`src/rtl/i2cs_pkg.sv`:
```
package i2cs_pkg;
  localparam int BYTE_W = 8;
  localparam int CNT_W  = $clog2(BYTE_W + 1);

  localparam logic [7:0] CODE_NONE      = 8'hF8;
  localparam logic [7:0] CODE_ADDR_ACK  = 8'h60;
  localparam logic [7:0] CODE_DATA_ACK  = 8'h80;
  localparam logic [7:0] CODE_DATA_NACK = 8'h88;
  localparam logic [7:0] CODE_END       = 8'hA0;
  localparam logic [7:0] CODE_BUS_ERR   = 8'h00;

  typedef enum logic [1:0] {PH_IDLE, PH_ADDR, PH_DATA, PH_ERR} phase_t;

  // address byte selects this device for a write transfer
  function automatic logic addr_hit(input logic [7:0] rx, input logic [6:0] own);
    return (rx[7:1] == own) && !rx[0];
  endfunction

  function automatic logic [7:0] data_code(input logic acked);
    return acked ? CODE_DATA_ACK : CODE_DATA_NACK;
  endfunction

  function automatic logic [7:0] status_word(input logic [4:0] code);
    return {code, 3'b000};
  endfunction
endpackage

```
`src/rtl/i2cs_line_sync.sv`:
```
module i2cs_line_sync #(
  parameter int STAGES = 2
) (
  input  logic clk,
  input  logic rst_n,
  input  logic d,
  output logic q
);
  logic [STAGES-1:0] chain;

  generate
    if (STAGES == 1) begin : g_one
      always_ff @(posedge clk or negedge rst_n)
        if (!rst_n) chain <= '1;
        else        chain <= d;
    end else begin : g_many
      always_ff @(posedge clk or negedge rst_n)
        if (!rst_n) chain <= '1;
        else        chain <= {chain[STAGES-2:0], d};
    end
  endgenerate

  assign q = chain[STAGES-1];
endmodule

```
`src/rtl/i2cs_cond_det.sv`:
```
module i2cs_cond_det #(
  parameter int SYNC_STAGES = 2
) (
  input  logic clk,
  input  logic rst_n,
  input  logic scl_in,
  input  logic sda_in,
  output logic scl_rise,
  output logic scl_fall,
  output logic start_det,
  output logic stop_det,
  output logic sda_now
);
  logic scl_s, sda_s, scl_p, sda_p;

  i2cs_line_sync #(.STAGES(SYNC_STAGES)) u_scl (.clk(clk), .rst_n(rst_n), .d(scl_in), .q(scl_s));
  i2cs_line_sync #(.STAGES(SYNC_STAGES)) u_sda (.clk(clk), .rst_n(rst_n), .d(sda_in), .q(sda_s));

  always_ff @(posedge clk or negedge rst_n)
    if (!rst_n) begin
      scl_p <= 1'b1;
      sda_p <= 1'b1;
    end else begin
      scl_p <= scl_s;
      sda_p <= sda_s;
    end

  assign scl_rise  = scl_s & ~scl_p;
  assign scl_fall  = ~scl_s & scl_p;
  assign start_det = scl_s & scl_p & sda_p & ~sda_s;
  assign stop_det  = scl_s & scl_p & ~sda_p & sda_s;
  assign sda_now   = sda_s;
endmodule

```
`src/rtl/i2cs_rx_engine.sv`:
```
module i2cs_rx_engine
  import i2cs_pkg::*;
(
  input  logic       clk,
  input  logic       rst_n,
  input  logic       en,
  input  logic       abort,
  input  logic       ack_en,
  input  logic [6:0] own_addr,
  input  logic       scl_rise,
  input  logic       scl_fall,
  input  logic       start_det,
  input  logic       stop_det,
  input  logic       sda_now,
  output logic       ev_valid,
  output logic [7:0] ev_code,
  output logic       ev_hold,
  output logic [7:0] rx_byte,
  output logic       sda_low
);
  localparam logic [CNT_W-1:0] CNT_FULL = CNT_W'(BYTE_W);
  localparam logic [CNT_W-1:0] CNT_ONE  = CNT_W'(1);

  phase_t           ph;
  logic [CNT_W-1:0] cnt;
  logic [7:0]       shreg;
  logic             in_ack, ack_on;
  logic             cond, in_byte, misplaced;

  assign cond      = start_det | stop_det;
  assign in_byte   = (ph == PH_ADDR) || (ph == PH_DATA);
  assign misplaced = in_byte && ((cnt > CNT_ONE) || in_ack);

  always_comb begin
    ev_valid = 1'b0;
    ev_code  = CODE_NONE;
    ev_hold  = 1'b0;
    if (en && !abort) begin
      if (cond && misplaced) begin
        ev_valid = 1'b1;
        ev_code  = CODE_BUS_ERR;
      end else if (cond && ph == PH_DATA) begin
        ev_valid = 1'b1;
        ev_code  = CODE_END;
      end else if (scl_fall && in_ack && ph == PH_ADDR) begin
        ev_valid = 1'b1;
        ev_code  = CODE_ADDR_ACK;
        ev_hold  = 1'b1;
      end else if (scl_fall && in_ack && ph == PH_DATA) begin
        ev_valid = 1'b1;
        ev_code  = data_code(ack_on);
        ev_hold  = 1'b1;
      end
    end
  end

  always_ff @(posedge clk or negedge rst_n)
    if (!rst_n) begin
      ph     <= PH_IDLE;
      cnt    <= '0;
      shreg  <= '0;
      in_ack <= 1'b0;
      ack_on <= 1'b0;
    end else if (!en || abort) begin
      ph     <= PH_IDLE;
      cnt    <= '0;
      in_ack <= 1'b0;
      ack_on <= 1'b0;
    end else if (cond) begin
      cnt    <= '0;
      in_ack <= 1'b0;
      ack_on <= 1'b0;
      if (misplaced || ph == PH_ERR) ph <= PH_ERR;
      else                           ph <= start_det ? PH_ADDR : PH_IDLE;
    end else if (in_byte) begin
      if (scl_rise && !in_ack && cnt != CNT_FULL) begin
        shreg <= {shreg[6:0], sda_now};
        cnt   <= cnt + CNT_ONE;
      end else if (scl_fall && !in_ack && cnt == CNT_FULL) begin
        if (ph == PH_ADDR) begin
          if (addr_hit(shreg, own_addr) && ack_en) begin
            in_ack <= 1'b1;
            ack_on <= 1'b1;
          end else begin
            ph  <= PH_IDLE;
            cnt <= '0;
          end
        end else begin
          in_ack <= 1'b1;
          ack_on <= ack_en;
        end
      end else if (scl_fall && in_ack) begin
        in_ack <= 1'b0;
        ack_on <= 1'b0;
        cnt    <= '0;
        if (ph == PH_ADDR)  ph <= PH_DATA;
        else if (!ack_on)   ph <= PH_IDLE;
      end
    end

  assign rx_byte = shreg;
  assign sda_low = ack_on;
endmodule

```
`src/rtl/i2cs_slave_rx.sv`:
```
module i2cs_slave_rx
  import i2cs_pkg::*;
#(
  parameter int SYNC_STAGES = 2
) (
  input  logic       clk,
  input  logic       rst_n,
  input  logic       bus_wr,
  input  logic [1:0] bus_addr,
  input  logic [7:0] bus_wdata,
  output logic [7:0] bus_rdata,
  input  logic       scl_in,
  input  logic       sda_in,
  output logic       scl_low,
  output logic       sda_low,
  output logic       irq
);
  localparam logic [1:0] A_CTRL = 2'd0;
  localparam logic [1:0] A_STAT = 2'd1;
  localparam logic [1:0] A_DATA = 2'd2;
  localparam logic [1:0] A_OWN  = 2'd3;

  logic       ei_q, ensi_q, sta_q, sto_q, si_q, aa_q, hold_q;
  logic [4:0] code_q;
  logic [7:0] data_q;
  logic [6:0] own_q;

  logic       scl_rise, scl_fall, start_det, stop_det, sda_now;
  logic       ev_valid, ev_hold;
  logic [7:0] ev_code, rx_byte, status_rd;
  logic       ctrl_wr, own_wr;
  wire        unused_wbits = ^bus_wdata[1:0];

  assign ctrl_wr = bus_wr && bus_addr == A_CTRL;
  assign own_wr  = bus_wr && bus_addr == A_OWN;

  i2cs_cond_det #(.SYNC_STAGES(SYNC_STAGES)) u_det (
    .clk(clk), .rst_n(rst_n), .scl_in(scl_in), .sda_in(sda_in),
    .scl_rise(scl_rise), .scl_fall(scl_fall),
    .start_det(start_det), .stop_det(stop_det), .sda_now(sda_now)
  );

  i2cs_rx_engine u_eng (
    .clk(clk), .rst_n(rst_n), .en(ensi_q), .abort(sto_q), .ack_en(aa_q),
    .own_addr(own_q), .scl_rise(scl_rise), .scl_fall(scl_fall),
    .start_det(start_det), .stop_det(stop_det), .sda_now(sda_now),
    .ev_valid(ev_valid), .ev_code(ev_code), .ev_hold(ev_hold),
    .rx_byte(rx_byte), .sda_low(sda_low)
  );

  always_ff @(posedge clk or negedge rst_n)
    if (!rst_n) begin
      ei_q   <= 1'b0;
      ensi_q <= 1'b0;
      sta_q  <= 1'b0;
      sto_q  <= 1'b0;
      aa_q   <= 1'b0;
      own_q  <= '0;
    end else begin
      // stop request acts for one clock, never while disabled
      sto_q <= ctrl_wr && bus_wdata[6] && bus_wdata[4];
      if (ctrl_wr) begin
        ei_q   <= bus_wdata[7];
        ensi_q <= bus_wdata[6];
        sta_q  <= bus_wdata[5];
        aa_q   <= bus_wdata[2];
      end
      if (own_wr) own_q <= bus_wdata[7:1];
    end

  always_ff @(posedge clk or negedge rst_n)
    if (!rst_n) begin
      si_q   <= 1'b0;
      hold_q <= 1'b0;
      code_q <= CODE_NONE[7:3];
      data_q <= '0;
    end else begin
      if (ev_valid)                     si_q <= 1'b1;
      else if (ctrl_wr && bus_wdata[3]) si_q <= 1'b0;

      if (ev_valid)   hold_q <= ev_hold;
      else if (sto_q) hold_q <= 1'b0;

      if (ev_valid)   code_q <= ev_code[7:3];
      else if (!si_q) code_q <= CODE_NONE[7:3];

      if (ev_valid && ev_hold) data_q <= rx_byte;
    end

  assign status_rd = status_word(code_q);
  assign scl_low   = si_q & hold_q & ensi_q;
  assign irq       = si_q & ei_q;

  always_comb
    case (bus_addr)
      A_CTRL:  bus_rdata = {ei_q, ensi_q, sta_q, sto_q, si_q, aa_q, 2'b00};
      A_STAT:  bus_rdata = status_rd;
      A_DATA:  bus_rdata = data_q;
      default: bus_rdata = {own_q, 1'b0};
    endcase
endmodule

```
`config.mk`:
```
export PLATFORM = sky130hd
export DESIGN_NAME = i2cs_slave_rx
export DESIGN_NICKNAME = d
export VERILOG_FILES = /design/src/rtl/i2cs_pkg.sv /design/src/rtl/i2cs_line_sync.sv /design/src/rtl/i2cs_cond_det.sv /design/src/rtl/i2cs_rx_engine.sv /design/src/rtl/i2cs_slave_rx.sv
export SDC_FILE = /design/constraint.sdc
export NUM_CORES = 1
export LEC_CHECK = 0
export ABC_AREA = 1
export ABC_CLOCK_PERIOD_IN_PS = 3550
export CORE_MARGIN = 4
export CORE_UTILIZATION = 45
export CTS_CLUSTER_SIZE = 12
export DETAILED_ROUTE_END_ITERATION = 8
export DONT_BUFFER_PORTS = 1
export PLACE_DENSITY = 0.6
export SYNTH_ARGS = -nofsm -noshare
export SYNTH_HDL_FRONTEND = slang
export SYNTH_SLANG_ARGS = --single-unit
```
`constraint.sdc`:
```
create_clock -name clk -period 3.55 [get_ports clk]
set_clock_uncertainty 0.1 [all_clocks]
set_input_delay 0.71 -clock clk [delete_from_list [all_inputs] [get_ports clk]]
set_output_delay 0.71 -clock clk [all_outputs]
set_load 0.03 [all_outputs]
```
==> impl_metrics.py <==
metrics = {
    "worst_setup_path": {
        "critPathMaxStageDelay_ps": 610,
        "cp-start-kind": "input pin",
        "crit_type": "input pin to primary output",
        "cp_max_fo": 7,
        "worstSetupStartpoint": "bus_addr[1]",
        "end_kind": "primary output",
        "crit_arrival_ps": 1840,
        "path_cells": "nor2_1, inv_1, o2111ai_1",
        "crit_slowest_cell": "o2111ai_1",
        "reg2reg_from": "u_eng.cnt[0]$_DFFE_PN0P_",
        "cp_data_required_time_ps": 2740,
    },
    "finish": {
        "area_growth_syn_to_layout_pct": 7.38,
        "layout-drive-gt1-share_pct": 10.1,
        "diodes": 0,
        "num-fill-cells": 580,
        "finalNetCount": 359,
    },
    "clocking": {
        "holdBufCountCts": 1,
        "cts_max_level": 2,
        "postCtsSetupBuffers": 0,
        "clockBufferDepth": 2,
        "cts_root_buffer": "clkbuf_8",
        "cts_tree": "yes",
        "cts.sink_count": 49,
        "cts_inserted_buffers": 5,
        "clk_latency_ps": 300,
        "post_cts_resized": 0,
        "clk_pin_slew_worst_paths_ps": 90,
    },
    "yosys": {
        "synth_edf_count": 0,
        "syn_nets": 354,
        "syn_area_per_cell_um2": 7.77,
        "synth_cell_types": 27,
        "yosysWarningCount": 0,
        "yosysSeqAreaShare_pct": 48.1,
        "synth.cell_area_mm2": 0.00258,
        "synthCells": 332,
        "synth.ff_latch_count": 49,
        "synthFlopType": "dfrtp_1",
        "async_flop_share_pct": 100,
    },
    "pwr": {
        "ir_drop_mv": 0.261,
        "pwr_density_cell_mw_per_mm2": 426,
        "leakage_nw": 1.34,
    },
    "timing": {
        "min_period_ps": 2650,
        "tns_ps": 0,
        "setup_ws_ps": 902,
        "finalHoldViolCount": 0,
        "min_period_over_period_pct": 74.6,
        "setup_viol": 0,
        "max_freq_mhz": 378,
        "tightest_slew_ps": 1000,
        "drv_slew": 0,
        "rsz0062_at_grt": "false",
        "relSlewSlack_pct": 32.7,
    },
    "placed_design": {
        "io_buffers": 0,
        "gp_congestion": 0.836,
        "dp_hpwl_um": 4060,
        "dpl_worst_slack_ps": 893,
    },
    "run": {
        "drv_cap": 0,
    },
    "route": {
        "wl_um": 5450,
        "wire_per_inst_um": 13.3,
        "dr.pass1.iters": 4,
        "vias_per_cell": 4.95,
        "drt_iter0_markers": 98,
        "num_vias": 2029,
        "antenna_left": 0,
        "route.detailed.drc": 0,
    },
    "die": {
        "design.core.area_mm2": 0.00554,
        "initial_core_util_pct": 46.5,
        "row_count": 27,
        "die_area_mm2": 0.00701,
        "io_pins": 26,
        "die_h_um": 83.7,
        "die_w_um": 83.7,
    },
    "global_route": {
        "grtUsageTotal_pct": 17.0,
        "overflow": 0,
        "grt_max_degree": 39,
        "antenna_found_initial": 0,
        "grt_pass1_wl_um": 9550,
        "grt_pass1_vias": 1928,
    },
    "status": {
        "run_status": "completed",
    },
    "min_path": {
        "min_path_type": "input pin to asynchronous set/reset pin",
    },
}
-- layout by cell type, fill, tap and decap left out --
cell       instances
o2111ai_1          4
dfrtp_1           38
nand4_2            1
dfstp_2           11
xnor2_1            1
buf_12             1
bufinv_16          1
nand2_1          117
nand3_1           19
xor2_1             1
o211ai_1           2
a21oi_1            6
nor3b_1            1
buf_4              2
clkbuf_1           1
clkinv_2           1
o21ai_0           27
or2_4              1
a22o_1             1
or2_1              1
nand2_2            2
o21a_1             1
nor2_1            26
clkbuf_8           5
ha_1               7
nand3b_1           2
o21ai_2            9
clkinv_1           1
o21ai_1            2
inv_1             46
-- through the flow --
step	cell area (um^2)	util, %	power, mW	hold WS, ps	cells
after floorplan	2580	-	0.753	245	332
after global placement	2640	47.7	0.790	246	401
after detailed placement	2640	47.7	0.793	247	401
after CTS	2770	50.0	1.20	126	410
after global routing	2770	50.0	1.25	119	410
final	2770	50.0	1.18	142	410
-- cell families after synthesis --
logic type,count (synthesis),share of synthesized area (%)
AO/OA/AOI/OAI,52,12.4
XOR/XNOR,2,0.679
adder cells (fa/ha/maj),7,3.40
buffers and inverters,52,8.49
flip-flops,49,48.1
AND/OR/NAND/NOR,170,26.9
-- cell type report --
type / instances / area [um^2] / area share [%]
Timing Repair Buffer: 3 / 35.0 / 1.27
Clock inverter: 2 / 35.0 / 1.27
Tap cell: 72 / 90.1 / 3.25
Multi-Input combinational cell: 231 / 1120 / 40.4
Inverter: 47 / 176 / 6.37
Clock buffer: 6 / 72.6 / 2.62
Sequential cell: 49 / 1240 / 44.8
-- state kept, by name, indices dropped and copies added (netlist names), 2 cells and up --
| name | flops |
|---|---|
| u_eng.cnt | 4 |
| u_eng.ph | 2 |
| data_q | 8 |
| code_q | 5 |
| u_eng.rx_byte | 8 |
| u_det.u_scl.chain | 2 |
| u_det.u_sda.chain | 2 |
| own_q | 7 |
-- metal layers --
metal / routed length (um) / part of all wire, % / track usage, %
met1: 2660 / 49 / 23.7
met3: 241 / 4.4 / 3.75
met4: 76 / 1.4 / 4.82
met5: 0 / 0 / 0
met2: 2480 / 45 / 26.7
-- critical path, delay by kind of cell --
| family | cells | cell delay, ps |
|---|---|---|
| AND/OR/NAND/NOR | 1 | 400 |
| buffers and inverters | 1 | 120 |
| AO/OA/AOI/OAI | 1 | 610 |
-- cell usage after synthesis, types with 3 or more instances --
cell | number | area (um^2)
inv_1 | 46 | 173
dfrtp_1 | 38 | 951
dfstp_2 | 11 | 289
ha_1 | 7 | 87.6
nor2_1 | 26 | 97.6
o21ai_0 | 27 | 135
clkbuf_1 | 3 | 11.3
a21oi_1 | 6 | 30.0
o21ai_2 | 9 | 78.8
o2111ai_1 | 4 | 35.0
nand3_1 | 19 | 95.1
nand2_1 | 117 | 439
-- power breakdown --
part           leakage, nW  switching (mW)  internal (mW)
clock               0.0552           0.179          0.209
combinational        0.661           0.116         0.0471
sequential           0.626          0.0314          0.597
total                 1.34           0.327          0.853
-- path summary, 6_finish.rpt --
check	endpoint	slack, ps	depth (start not counted)
min	own_q[2]$_DFFE_PN0P_	140	1
max in group asynchronous	u_eng.ph[1]$_DFFE_PN0P_	3010	1
min reg2reg	u_det.u_sda.chain[1]$_DFF_PN1_	260	0
max	bus_rdata[4]	900	3
min in group clk	u_det.u_sda.chain[1]$_DFF_PN1_	260	0
max reg2reg	u_eng.rx_byte[0]$_DFFE_PN0P_	1390	8
Power figures use the tool's default switching activity.
